===== config.mk =====
export PLATFORM = sky130hd
export DESIGN_NAME = sysreg_file
export DESIGN_NICKNAME = d
export VERILOG_FILES = /design/src/rtl/sysreg_pkg.sv /design/src/rtl/sysreg_mask_sel.sv /design/src/rtl/sysreg_priv_gate.sv /design/src/rtl/sysreg_store.sv /design/src/rtl/sysreg_file.sv
export SDC_FILE = /design/constraint.sdc
export NUM_CORES = 1
export LEC_CHECK = 0
export BUFFER_PORTS_ARGS = -buffer_cell sky130_fd_sc_hd__buf_4
export CORE_MARGIN = 5
export CORE_UTILIZATION = 54
export CTS_BUF_LIST = sky130_fd_sc_hd__clkbuf_2 sky130_fd_sc_hd__clkbuf_4 sky130_fd_sc_hd__clkbuf_8
export CTS_CLUSTER_SIZE = 25
export DETAILED_ROUTE_END_ITERATION = 12
export PLACE_DENSITY = 0.71
export SLEW_MARGIN = 20
export SYNTH_ARGS = -nofsm -noshare
export SYNTH_HDL_FRONTEND = slang
export SYNTH_SLANG_ARGS = --single-unit

===== constraint.sdc =====
create_clock -name clk -period 4.1 [get_ports clk]
set_input_delay 0.615 -clock clk [delete_from_list [all_inputs] [get_ports clk]]
set_output_delay 0.615 -clock clk [all_outputs]
set_load 0.01 [all_outputs]

===== src/rtl/sysreg_pkg.sv =====
package sysreg_pkg;
  localparam int unsigned NREGS  = 16;
  localparam int unsigned DATA_W = 32;
  localparam int unsigned IDX_W  = $clog2(NREGS);

  typedef logic [DATA_W-1:0] word_t;
  typedef logic [IDX_W-1:0]  idx_t;

  // indices whose behaviour is tied to a fixed position
  localparam idx_t IX_CNT_SRC = idx_t'(6);
  localparam idx_t IX_CNT     = idx_t'(7);
  localparam idx_t IX_TSTAT   = idx_t'(8);
  localparam idx_t IX_RSV9    = idx_t'(9);
  localparam idx_t IX_MQ      = idx_t'(10);
  localparam idx_t IX_CHKSTAT = idx_t'(11);
  localparam idx_t IX_REQBUF  = idx_t'(12);
  localparam idx_t IX_IADDR   = idx_t'(13);
  localparam idx_t IX_ICTL    = idx_t'(14);
  localparam idx_t IX_CSTAT   = idx_t'(15);

  localparam word_t MACH_CAUSE_BITS = 32'h0000_BE00;
  localparam word_t PROG_CAUSE_BITS = 32'h0000_00FE;
  localparam word_t IADDR_KEEP      = 32'hFFFF_FFFE;

  // mask of storable bits for one index
  function automatic word_t keep_mask(input idx_t ix, input word_t ts_m,
                                      input word_t rb_m, input word_t ic_m,
                                      input word_t cs_m);
    word_t m;
    case (ix)
      IX_CNT_SRC, IX_CNT, IX_MQ: m = '1;
      IX_TSTAT:   m = ts_m;
      IX_CHKSTAT: m = MACH_CAUSE_BITS | PROG_CAUSE_BITS;
      IX_REQBUF:  m = rb_m;
      IX_IADDR:   m = IADDR_KEEP;
      IX_ICTL:    m = ic_m;
      IX_CSTAT:   m = cs_m;
      default:    m = '0; // 0..5 and 9
    endcase
    return m;
  endfunction

  // registers open to user-state writes
  function automatic logic user_writable(input idx_t ix);
    return (ix == IX_MQ) || (ix == IX_CSTAT);
  endfunction
endpackage


===== src/rtl/sysreg_mask_sel.sv =====
module sysreg_mask_sel
  import sysreg_pkg::*;
#(
  parameter word_t TS_MASK  = 32'h0000_000F,
  parameter word_t IRB_MASK = 32'h0000_FFFE,
  parameter word_t ICS_MASK = 32'h0000_1FF7,
  parameter word_t CS_MASK  = 32'h0000_007F
) (
  input  idx_t  idx,
  input  word_t raw,
  output word_t masked
);
  word_t mask_w;
  always_comb mask_w = keep_mask(idx, TS_MASK, IRB_MASK, ICS_MASK, CS_MASK);
  assign masked = raw & mask_w;
endmodule


===== src/rtl/sysreg_priv_gate.sv =====
module sysreg_priv_gate
  import sysreg_pkg::*;
(
  input  logic we,
  input  logic user,
  input  idx_t idx,
  output logic commit,
  output logic viol
);
  logic allowed;
  always_comb begin
    allowed = !user || user_writable(idx);
    commit  = we && allowed;
    viol    = we && !allowed;
  end
endmodule


===== src/rtl/sysreg_store.sv =====
module sysreg_store
  import sysreg_pkg::*;
(
  input  logic  clk,
  input  logic  rst_n,
  input  logic  commit,
  input  idx_t  idx,
  input  word_t wval,
  output word_t rval
);
  word_t regs [NREGS];

  for (genvar g = 0; g < NREGS; g++) begin : g_reg
    always_ff @(posedge clk or negedge rst_n) begin
      if (!rst_n)
        regs[g] <= '0;
      else if (commit && (idx == idx_t'(g)))
        regs[g] <= wval;
    end
  end

  assign rval = regs[idx];
endmodule


===== src/rtl/sysreg_file.sv =====
module sysreg_file
  import sysreg_pkg::*;
#(
  parameter logic [31:0] TS_MASK  = 32'h0000_000F,
  parameter logic [31:0] IRB_MASK = 32'h0000_FFFE,
  parameter logic [31:0] ICS_MASK = 32'h0000_1FF7,
  parameter logic [31:0] CS_MASK  = 32'h0000_007F
) (
  input  logic        clk,
  input  logic        rst_n,
  input  logic        wr_en,
  input  logic [3:0]  reg_idx,
  input  logic [31:0] wr_data,
  input  logic        user_state,
  output logic [31:0] rd_data,
  output logic        priv_viol
);
  // named internal events for the checker
  logic  commit_w;
  logic  viol_w;
  word_t masked_w;

  sysreg_mask_sel #(
    .TS_MASK(TS_MASK), .IRB_MASK(IRB_MASK),
    .ICS_MASK(ICS_MASK), .CS_MASK(CS_MASK)
  ) u_mask (
    .idx(reg_idx), .raw(wr_data), .masked(masked_w)
  );

  sysreg_priv_gate u_gate (
    .we(wr_en), .user(user_state), .idx(reg_idx),
    .commit(commit_w), .viol(viol_w)
  );

  sysreg_store u_store (
    .clk(clk), .rst_n(rst_n), .commit(commit_w), .idx(reg_idx),
    .wval(masked_w), .rval(rd_data)
  );

  assign priv_viol = viol_w;
endmodule


### After elaboration in Yosys (flattened, before gate mapping)

Memories as Yosys holds them, arrays and structs flattened.
Cells that the tools add are included.

| cells by class | value |
|---|---|
| add/sub/neg operators | 0 |
| $mul | 0 |
| div/mod/pow operators | 0 |
| magnitude comparators | 1 |
| equal/unequal tests | 15 |
| shift-type cells | 0 |
| mux-type cells | 3 |
| bitwise gates (word level) | 2 |
| reductions and logical operators | 23 |

Operators by type and width:

| kind | number |
|---|---|
| binary-select mux 32 bit (select 4 bit) | 1 |
| 2-to-1 mux 32 bit | 2 |
| bitwise AND 32 bit | 1 |
| == test 4 bit, second input constant | 8 |
| logical AND 1 bit | 18 |
| == test 4 x 3 -> 1 bit, second input constant | 4 |
| == test 4 x 2 -> 1 bit, second input constant | 2 |
| greater-or-equal comparator 5 bit, second input constant | 1 |
| NOT 4 -> 5 bit | 1 |
| == test 4 x 1 -> 1 bit, second input constant | 1 |
| logical NOT 4 bit | 1 |
| logical NOT 1 bit | 2 |
| logical OR 1 bit | 2 |

| storage, ports and cells | value |
|---|---|
| register bits after elaboration | 512 |
| latch bits | 0 |
| bits in writable memories | 0 |
| memory bits (read-only) | 512 |
| word-level logic and storage cells | 61 |
| memories kept | 1 |

Memory list:

| name | depth | bits a word | rd ports | clocked after memory_dff | wr ports | RTL line | source |
|---|---|---|---|---|---|---|---|
| (name not given) | 16 | 32 | 1 | 0 | 0 | sysreg_pkg.sv:30 | `case (ix)` |

### Longest topological paths before layout

Gate-level depths: netlist (run 1).

| depth | value |
|---|---|
| word-level depth | 5 |
| gate-level depth with buffers | 10 |
| gate-level depth less buffers | 5 |

### Cells and area by module

From an unflattened synthesis (run 1), not the netlist that was laid out.

| second synthesis, totals | value |
|---|---|
| cells, all modules | 1472 |
| area total of the unflattened synthesis | 23273.6 um^2 |

By module, submodules not included:

| module | instances | cells an instance | area each (um^2) | seq. area each (um^2) |
|---|---|---|---|---|
| sysreg_store | 1 | 1406 | 22830.6 | 12812.3 |
| sysreg_mask_sel | 1 | 60 | 405.4 | 0.0 |
| sysreg_priv_gate | 1 | 6 | 37.5 | 0.0 |

### Worst setup path after synthesis (run 1)

OpenSTA, ideal clock, no wires.

| timing path | value |
|---|---|
| path type | input port to output port |
| start point | in reg_idx[0] |
| end point | out rd_data[10] |
| arrival | 2.016 ns |
| setup slack | 1.469 ns |
| cell stages on the path | 6 |
| buffers on the path | 3 |
| path through | buf_2 -> buf_2 -> buf_2 -> mux4_2 -> a22oi_1 -> nand2_1 |

| on the way | value |
|---|---|
| longest elaborated chain between the ends | 4 |

Ends and longest elaborated chain:

| what | RTL line | source |
|---|---|---|
| start, declared | sysreg_file.sv:12 | `input logic [3:0] reg_idx,` |
| NOT 4 -> 5 bit (not written as such) | sysreg_store.sv:22 | `assign rval = regs[idx];` |
| binary-select mux 32 bit (select 4 bit) | sysreg_store.sv:22 |  |
| 2-to-1 mux 32 bit (not written as such) (2 in a row) | sysreg_store.sv:22 |  |
| end, declared | sysreg_file.sv:15 | `output logic [31:0] rd_data,` |

Every way passes these cells. The select of a mux whose other input is x is not followed.

### Final worst setup path (run 1)

| timing path | value |
|---|---|
| start point | in reg_idx[1] |
| end point | out rd_data[26] |

The elaborated chain is that of the path after synthesis.

==> flow_metrics.tcl, run 1 <==
set metrics [dict create \
    core_um2 41900 \
    postCtsSetupBuffers 0 \
    critical_path.endpoint_type "primary output" \
    ant_nets 0 \
    synth_edf_count 0 \
    ys_async_sr_fraction_pct 100 \
    cp_top_family "buffers and inverters" \
    cp_slowest_cell "buf_6" \
    die_y_um 216 \
    ys_seq_elements 512 \
    cpPeakStageDelay_ns 0.62 \
    fin_total_pwr_w 0.0120 \
    ys.flop_type "dfrtp_1" \
    cp_max_fo 84 \
    clk_path_buf_depth 3 \
    largest_register_ffs 512 \
    cp_num_buf_inv 3 \
    grt_max_degree 118 \
    cts_made_buffers 81 \
    maxCapViolCount 0 \
    critPathArrivalTime_ns 2.73 \
    leakagePower_nw 11.9 \
    cts_sinks 512 \
    antenna_found_initial 4 \
    remaining_drc_errors 0 \
    max-vdd-ir-drop_uv 289 \
    cts-root-buf "clkbuf_8" \
    final.setup.tns_ns 0 \
    gp_congestion 0.802 \
    routedWlPerCell_um 26.0 \
    ys_types 46 \
    overflow 0 \
    critPathLaunchType "input pin" \
    first_iter_violations 1581 \
    synth.area.top_cells "dfrtp_1 (56%), mux4_2 (13%), mux2_2 (11%)" \
    avgSynthCellArea_um2 13.6 \
    hold_class "input pin to asynchronous set/reset pin" \
    rows 75 \
    dp_hpwl_um 37500 \
    p_per_area_nw_per_um2 460 \
    cts_tree "built" \
    syn_inst 1683 \
    syn_nets 1725 \
    cts_max_level 3 \
    rsz0062_at_grt "false" \
    status "completed" \
    slew-limit-headroom_pct 32.3 \
    cts.clk_slew.worst_paths_ns 0.06 \
    die_w_um 216 \
    via_per_inst 6.43 \
    numPortBuffers 72 \
    drt-total-wl_um 61600 \
    hold_buffers 0 \
    yosysTopAreaCellShare_pct 55.9 \
    area_delta_synth_final_pct 13.5 \
    reg_top3 "u_store.regs (512)" \
    fin_crit_ns 3.35 \
    clock_skew_ns 0 \
    max_freq_mhz 299 \
    grt_usage_pct 26.7 \
    drv_slew 0 \
    cts-resized-gates 0 \
    dr.pass1.iters 5 \
    yosysTopAreaCell "dfrtp_1" \
    pin_count 73 \
    grt_pass1_vias 16128 \
    hold_viol 0 \
    insertion_delay_ns 0.63 \
    start_util_pct 54.6 \
    yosysSeqAreaShare_pct 55.9 \
    yosysWarnings 0 \
    nNetsFinal 1799 \
    worstSetupPathType "input pin to primary output" \
    worstMarginPinSlew_ns 1.01 \
    fin_crit_sh_pct 81.6 \
    drive_above_1_share_pct 37.4 \
    syn-cell-area_um2 22900 \
    num_vias 15194 \
    worstPathCellList "buf_6 > buf_4 > mux4_2 > a22oi_1 > nand2_1 > buf_4" \
    path_common_cell "buf_4" \
    crit_required_ns 3.48 \
    grt_pass1_wl_um 96900 \
    dieArea_um2 46700 \
    largest_register "u_store.regs" \
    fill_cells 3102 \
    setup_viol 0 \
]
## path summary, 6_finish.rpt
| check | start | end | slack (ns) | cells after the start |
|---|---|---|---|---|
| max | reg_idx[1] | rd_data[26] | 0.75 | 6 |
| min | rst_n | u_store.regs[249] | 0.06 | 1 |
| max reg2reg | u_store.regs[494] | u_store.regs[494] | 3.30 | 1 |
| min reg2reg | u_store.regs[157] | u_store.regs[157] | 0.48 | 1 |
| max in group asynchronous | rst_n | u_store.regs[312] | 2.93 | 3 |
| min in group clk | wr_data[19] | u_store.regs[179] | 0.24 | 2 |
## cells in the mapped netlist (2+ instances only)
cell	number
dfrtp_1	512
o21ai_0	241
mux2_2	219
mux4_2	128
and2_1	113
clkbuf_1	96
a22oi_1	64
buf_2	56
nand2_1	45
nand3_1	43
o2bb2ai_1	40
nor2b_1	24
o31ai_1	13
a31oi_1	8
nand2b_1	8
a31o_2	7
o21ai_1	7
buf_4	6
nor2_1	5
inv_1	4
mux2_1	4
a21boi_1	3
a31oi_4	3
nand2_2	3
a21oi_1	2
a31oi_2	2
buf_6	2
ha_1	2
nand3b_1	2
nand4bb_1	2
o221a_2	2
o221ai_1	2
or3b_1	2
## routing by layer
layer	up-vias	routed length, um	track usage, %
li1	6393	-	-
met1	7929	25700	37.7
met2	725	28500	41.2
met3	141	5300	6.35
met4	6	1990	9.35
met5	-	33	0
## cells by family after synthesis
kind of cell | share of synthesized area (%)
buf+inv | 3.18
simple gates | 6.45
xor+xnor | 0.0382
fa+ha+maj | 0.109
mux | 23.5
flops | 55.9
compound gates | 10.8
## through the flow
step                util, %  setup WS (ns)  cells  instance area (um2)  hold WS, ns
floorplan                 -           1.47   1683                22900        0.319
global placement       57.7          0.756   2213                24200        0.463
detailed placement     57.7          0.775   2213                24200        0.468
CTS                    62.0          0.774   2362                26000       0.0902
global route           62.0          0.664   2362                26000        0.124
finish                 62.0          0.753   2364                26000       0.0560
## report_power, final
part | internal, W | leakage, nW | total [W] | switching (W)
clock network | 0.00268 | 0.966 | 0.00470 | 0.00202
registers | 0.00556 | 6.92 | 0.00581 | 0.000248
logic | 0.000751 | 4.06 | 0.00147 | 0.000718
## placed cells by master (no fill, tap or decap), drive strengths merged, types with 13 or more instances in the layout
cell type	instances
a22oi	64
a31oi	13
and2	114
buf	152
clkbuf	128
clkinv	17
dfrtp	512
mux2	223
mux4	128
nand2	48
nand3	43
nor2b	24
o21ai	248
o2bb2ai	40
o31ai	13
## layout make-up
type                       instances  area (um2)  area share (%)
antenna                            2        5.00          0.0192
clock buffer                     128        1640            6.31
clock inverter                    21         160           0.616
inverter                           4        15.0          0.0577
multi-input combinational       1006        9450            36.3
sequential                       512       12800            49.2
tap                              539         674            2.59
timing repair buffer             152        1260            4.84
Note: power is estimated with default switching activity, not from simulation.
==> run 2, diff against run 1 <==
- ABC_AREA: default -> 1
- PLACE_DENSITY: 0.71 -> 0.73
- clock period: 4.1 -> 3 ns (I/O delays scaled with it)
==> run 2 against run 1 <==
Compared with the run above: global-route usage is 2.1 points higher; first-iteration DRC count is 41% higher; cell count is 59% higher; die area rose by 2.9%; via count rose by 34%; combinational power increased by 44%; utilization decreased by 0.59 points; largest cell class unchanged.
==> flow_metrics.tcl, run 2 <==
set metrics [dict create \
    status "completed" \
    insertion_delay_ns 0.63 \
    cts.clk_slew.worst_paths_ns 0.06 \
    drive_above_1_share_pct 10.0 \
    start_util_pct 54.7 \
    first_iter_violations 2232 \
    max_freq_mhz 384 \
    worst_r2r_path_depth 2 \
    syn-cell-area_um2 23600 \
    routedWlPerCell_um 18.0 \
    reg_top3 "u_store.regs (512)" \
    slew-limit-headroom_pct 50.8 \
    die_w_um 219 \
    final_common_cell "nand2_1" \
    grt_usage_pct 28.8 \
    setup_viol 0 \
    drv_slew 0 \
    ys.flop_type "dfrtp_1" \
    dp_hpwl_um 39700 \
    hold_buffers 1 \
    ys_types 24 \
    num_vias 20392 \
    largest_register_ffs 512 \
    cts-resized-gates 0 \
    insertedDiodeCount 0 \
    syn_inst 3080 \
    yosysTopAreaCell "dfrtp_1" \
    rows 76 \
    critical_path.endpoint_type "primary output" \
    p_per_area_nw_per_um2 620 \
    grt_pass1_vias 19974 \
    crit_required_ns 2.55 \
    dieArea_um2 48000 \
    postCtsSetupBuffers 0 \
    clock_skew_ns 0 \
    r2r_start "u_store.regs[99]" \
    die_y_um 219 \
    min_from "wr_data[27]" \
    worstReg2RegEnd "u_store.regs[99]" \
    worstSetupPathType "input pin to primary output" \
    maxCapViolCount 0 \
    yosysMostFrequentCell "nand2_1" \
    core_um2 43200 \
    fin_total_pwr_w 0.0164 \
    grt_pass1_wl_um 109000 \
    remaining_drc_errors 0 \
    cts_sinks 512 \
    largest_register "u_store.regs" \
    hold_class "input pin to flip-flop" \
    fin_crit_sh_pct 86.8 \
    pin_count 73 \
    numPortBuffers 72 \
    yosysSeqAreaShare_pct 54.3 \
    nNetsFinal 3154 \
    final.setup.tns_ns 0 \
    placed_cell_area_um2 24800 \
    syn_nets 3122 \
    antenna_found_initial 1 \
    cp_slowest_cell "buf_4" \
    cts-root-buf "clkbuf_8" \
    avgSynthCellArea_um2 7.67 \
    clk_path_buf_depth 3 \
    dr.pass1.iters 6 \
    design_area_um2 26500 \
    yosysTopAreaCellShare_pct 54.3 \
    rsz0062_at_grt "false" \
    leakagePower_nw 14.3 \
    hold_path_depth 3 \
    gp_congestion 0.848 \
    cts_made_buffers 82 \
    grt_max_degree 113 \
    max-vdd-ir-drop_uv 396 \
    cts_max_level 3 \
    hold_viol 0 \
    final_cell_mix "nand2_1 (1601), dfrtp_1 (512), o21ai_1 (246)" \
    critPathArrivalTime_ns 2.16 \
    ys_seq_elements 512 \
    worstPathCellList "buf_4 > inv_4 > nor2_4 > buf_4 > nand2_1 > nand3_1 > nand2_1 > nand2_1 > inv_1 > nand2_1 > buf_4" \
    r2r_slack_ns 2.27 \
    cts_tree "built" \
    critPathLaunchType "input pin" \
    synth_edf_count 0 \
    via_per_inst 5.43 \
    yosysWarnings 0 \
    min_to "u_store.regs[443]" \
    cpPeakStageDelay_ns 0.46 \
    yosys-top-cells-count "nand2_1 (1601), dfrtp_1 (512), o21ai_1 (246), inv_1 (200), o21ai_0 (138)" \
    area_delta_synth_final_pct 12.3 \
    fin_ws_ns 0.395 \
    fin_crit_ns 2.61 \
    worstMarginPinSlew_ns 0.737 \
    fill_cells 3847 \
    synth.area.top_cells "dfrtp_1 (54%), nand2_1 (25%), o21ai_1 (5.2%)" \
    ant_nets 0 \
    cp_max_fo 37 \
    dp_slack_ns 0.410 \
    ys_async_sr_fraction_pct 100 \
    overflow 0 \
    holdWs_ns 0.209 \
    drt-total-wl_um 67800 \
    path_common_cell "nand2_1" \
]
run 2: report_power, final:
group / internal, W / total, W / switching, W / leakage (nW)
logic: 0.000765 / 0.00212 / 0.00135 / 6.40
registers: 0.00768 / 0.00809 / 0.000417 / 6.93
clock network: 0.00351 / 0.00624 / 0.00274 / 0.928
run 2: worst max-delay path by stage:
| stage | startpoint | endpoint | slack [ns] | cells after the start |
|---|---|---|---|---|
| final | reg_idx[1] | rd_data[26] | 0.39 | 11 |
| after global routing | reg_idx[1] | rd_data[26] | 0.31 | 11 |
| after CTS | reg_idx[1] | rd_data[26] | 0.41 | 11 |
| after detailed placement | reg_idx[1] | rd_data[26] | 0.41 | 11 |
| after global placement | reg_idx[1] | rd_data[26] | 0.45 | 11 |
| after floorplan | reg_idx[1] | u_store.regs[237] | 0.68 | 10 |
run 2: area by class of cell:
class                      instances  area [um2]  share of cell area, %
sequential                       512       12800                   48.3
multi-input combinational       2171        9180                   34.6
clock buffer                     133        1670                   6.29
timing repair buffer             139        1280                   4.84
inverter                         206         782                   2.95
tap                              585         732                   2.76
clock inverter                    12        65.1                  0.245
run 2: logic make-up (layout without fill, tap and decap cells):
logic type | count (synthesis) | in the layout | share of synthesized area, %
buf+inv | 397 | 490 | 6.94
flops | 512 | 512 | 54.3
fa+ha+maj | 2 | 2 | 0.106
simple gates | 1784 | 1784 | 30.5
compound gates | 385 | 385 | 8.17
run 2: per-stage QoR:
step / util, % / instances
floorplan: - / 3080
global placement: 57.4 / 3612
detailed placement: 57.4 / 3612
global route: 61.4 / 3758
finish: 61.4 / 3758
CTS: 61.4 / 3758
run 2: critical path: cells and delay by family:
| kind | cells | cell delay [ns] |
|---|---|---|
| buf+inv | 5 | 1.00 |
| simple gates | 6 | 0.66 |
run 2: layer usage:
layer  wire length (um)  global-route usage [%]  up-vias
met5                 14                       0        -
li1                   -                       -     9570
met3               6170                    6.19      159
met4               2370                    10.4        2
met2              30600                    45.0      910
met1              28600                    40.2     9751
==> run 3, diff against run 2 <==
- PLACE_DENSITY: 0.73 -> 0.71
- clock period: 3 -> 3.2 ns (I/O delays scaled with it)
==> run 3 against run 2 <==
Compared with the run above: cell count is essentially flat; sequential power is 6.2% lower; die area did not move; utilization increased by 0.18 points; wire length up 0.58%; via count fell by 0.27%; combinational power decreased by 6%; power fell by 6.1%; hold slack gained 0.014 ns; clock power down 6.1%; flip-flop and latch count unchanged; setup slack better by 0.024 ns; largest cell class unchanged.
==> flow_metrics.tcl, run 3 (same netlist as run 2, synthesis figures left out) <==
set metrics [dict create \
    status "completed" \
    final_cell_mix "nand2_1 (1601), dfrtp_1 (512), o21ai_1 (246)" \
    largest_register_ffs 512 \
    cts_tree "built" \
    r2r_start "u_store.regs[74]" \
    cp_max_fo 30 \
    fin_ws_ns 0.418 \
    worstMarginPinSlew_ns 0.727 \
    fill_cells 3890 \
    critical_path.endpoint_type "primary output" \
    dp_slack_ns 0.478 \
    cts_sinks 512 \
    min_to "u_store.regs[380]" \
    die_w_um 219 \
    routedWlPerCell_um 18.2 \
    rsz0062_at_grt "false" \
    postCtsSetupBuffers 0 \
    path_common_cell "nand2_1" \
    max_freq_mhz 359 \
    area_delta_synth_final_pct 12.6 \
    reg_top3 "u_store.regs (512)" \
    insertion_delay_ns 0.65 \
    hold_viol 0 \
    design_area_um2 26600 \
    clk_path_buf_depth 3 \
    gp_congestion 0.876 \
    ant_nets 0 \
    die_y_um 219 \
    core_um2 43200 \
    worstSetupPathType "input pin to primary output" \
    worst_r2r_path_depth 2 \
    fin_crit_sh_pct 86.9 \
    seq_area_um2 12800 \
    cts_made_buffers 85 \
    antenna_found_initial 1 \
    worstReg2RegEnd "u_store.regs[74]" \
    slew-limit-headroom_pct 51.4 \
    rows 76 \
    overflow 0 \
    cp_slowest_cell "buf_4" \
    grt_pass1_wl_um 111000 \
    multiInputGateArea_um2 9180 \
    placed_cell_area_um2 24900 \
    clock_skew_ns 0 \
    crit_required_ns 2.72 \
    largest_register "u_store.regs" \
    setup_viol 0 \
    p_per_area_nw_per_um2 581 \
    start_util_pct 54.7 \
    final_common_cell "nand2_1" \
    max-vdd-ir-drop_uv 331 \
    grt_usage_pct 29.3 \
    hold_class "input pin to flip-flop" \
    remaining_drc_errors 0 \
    numPortBuffers 72 \
    cpPeakStageDelay_ns 0.40 \
    num_vias 20336 \
    maxCapViolCount 0 \
    hold_path_depth 3 \
    cts.clk_slew.worst_paths_ns 0.06 \
    critPathLaunchType "input pin" \
    via_per_inst 5.42 \
    cts_max_level 3 \
    dieArea_um2 48000 \
    drt-total-wl_um 68200 \
    critPathArrivalTime_ns 2.30 \
    pin_count 73 \
    final.setup.tns_ns 0 \
    grt_max_degree 83 \
    nNetsFinal 3157 \
    fin_crit_ns 2.78 \
    cts-root-buf "clkbuf_8" \
    drv_slew 0 \
    r2r_slack_ns 2.48 \
    grt_pass1_vias 20077 \
    dr.pass1.iters 6 \
    dp_hpwl_um 40200 \
    leakagePower_nw 14.3 \
    drive_above_1_share_pct 9.91 \
    worstPathCellList "buf_4 > nand2_1 > clkinv_2 > buf_4 > nand2_1 > nand3_1 > nand2_1 > nand2_1 > inv_1 > nand2_1 > buf_4" \
    first_iter_violations 2028 \
    min_from "wr_data[28]" \
]
==> run 3: changes by cell type in the layout (fill, tap and decap cells not counted), sizes merged <==
| cell | previous run | this run |
|---|---|---|
| bufinv | 0 | 1 |
| clkbuf | 133 | 132 |
| clkinv | 11 | 8 |
| clkinvlp | 2 | 1 |
| diode | 0 | 1 |
==> run 3: routing by layer <==
metal | track usage (%) | up-vias | share of wire [%]
li1 | - | 9592 | -
met4 | 10.6 | 0 | 3.7
met5 | 0 | - | 0
met2 | 46.3 | 863 | 45
met3 | 6.36 | 167 | 8.7
met1 | 40.2 | 9714 | 43
==> run 3: worst max path at each step <==
stage	from	end	slack (ns)	depth (start not counted)
final	reg_idx[1]	rd_data[5]	0.42	11
after CTS	reg_idx[1]	rd_data[5]	0.48	11
after global routing	reg_idx[1]	rd_data[5]	0.32	11
after floorplan	reg_idx[1]	u_store.regs[237]	0.85	10
after global placement	reg_idx[1]	rd_data[25]	0.54	11
after detailed placement	reg_idx[1]	u_store.regs[196]	0.48	8
==> run 3: power by group <==
group          total, W  internal [W]  switching [W]
Clock           0.00586       0.00330        0.00257
Sequential      0.00759       0.00720       0.000387
Combinational   0.00200      0.000724        0.00128
==> run 3: repair_timing <==
item                                   4_1_cts  5_1_grt
resized for setup                            0        0
hold buffers                                 1        0
endpoints found under the hold margin       63        0
==> run 3: area by class of cell <==
| class | count | area share [%] |
|---|---|---|
| diodes | 1 | 0.00941 |
| clock buffers | 132 | 6.15 |
| clock inverters | 9 | 0.273 |
| inverters | 206 | 2.94 |
| multi-input cells | 2171 | 34.5 |
| flip-flops and latches | 512 | 48.2 |
| well taps | 585 | 2.75 |
| repair buffers | 139 | 5.20 |
==> run 3: per-stage QoR <==
step	util, %	power, W	cells	hold WS [ns]
2_1_floorplan	-	0.00890	3080	0.184
3_3_place_gp	57.6	0.00959	3612	0.448
3_5_place_dp	57.6	0.00968	3612	0.452
4_1_cts	61.6	0.0155	3754	0.172
5_1_grt	61.6	0.0162	3755	0.204
6_report	61.6	0.0155	3755	0.223
==> run 3: critical path: cells and delay by family <==
family	cells	cell delay [ns]
buf+inv	5	1.13
simple gates	6	0.68
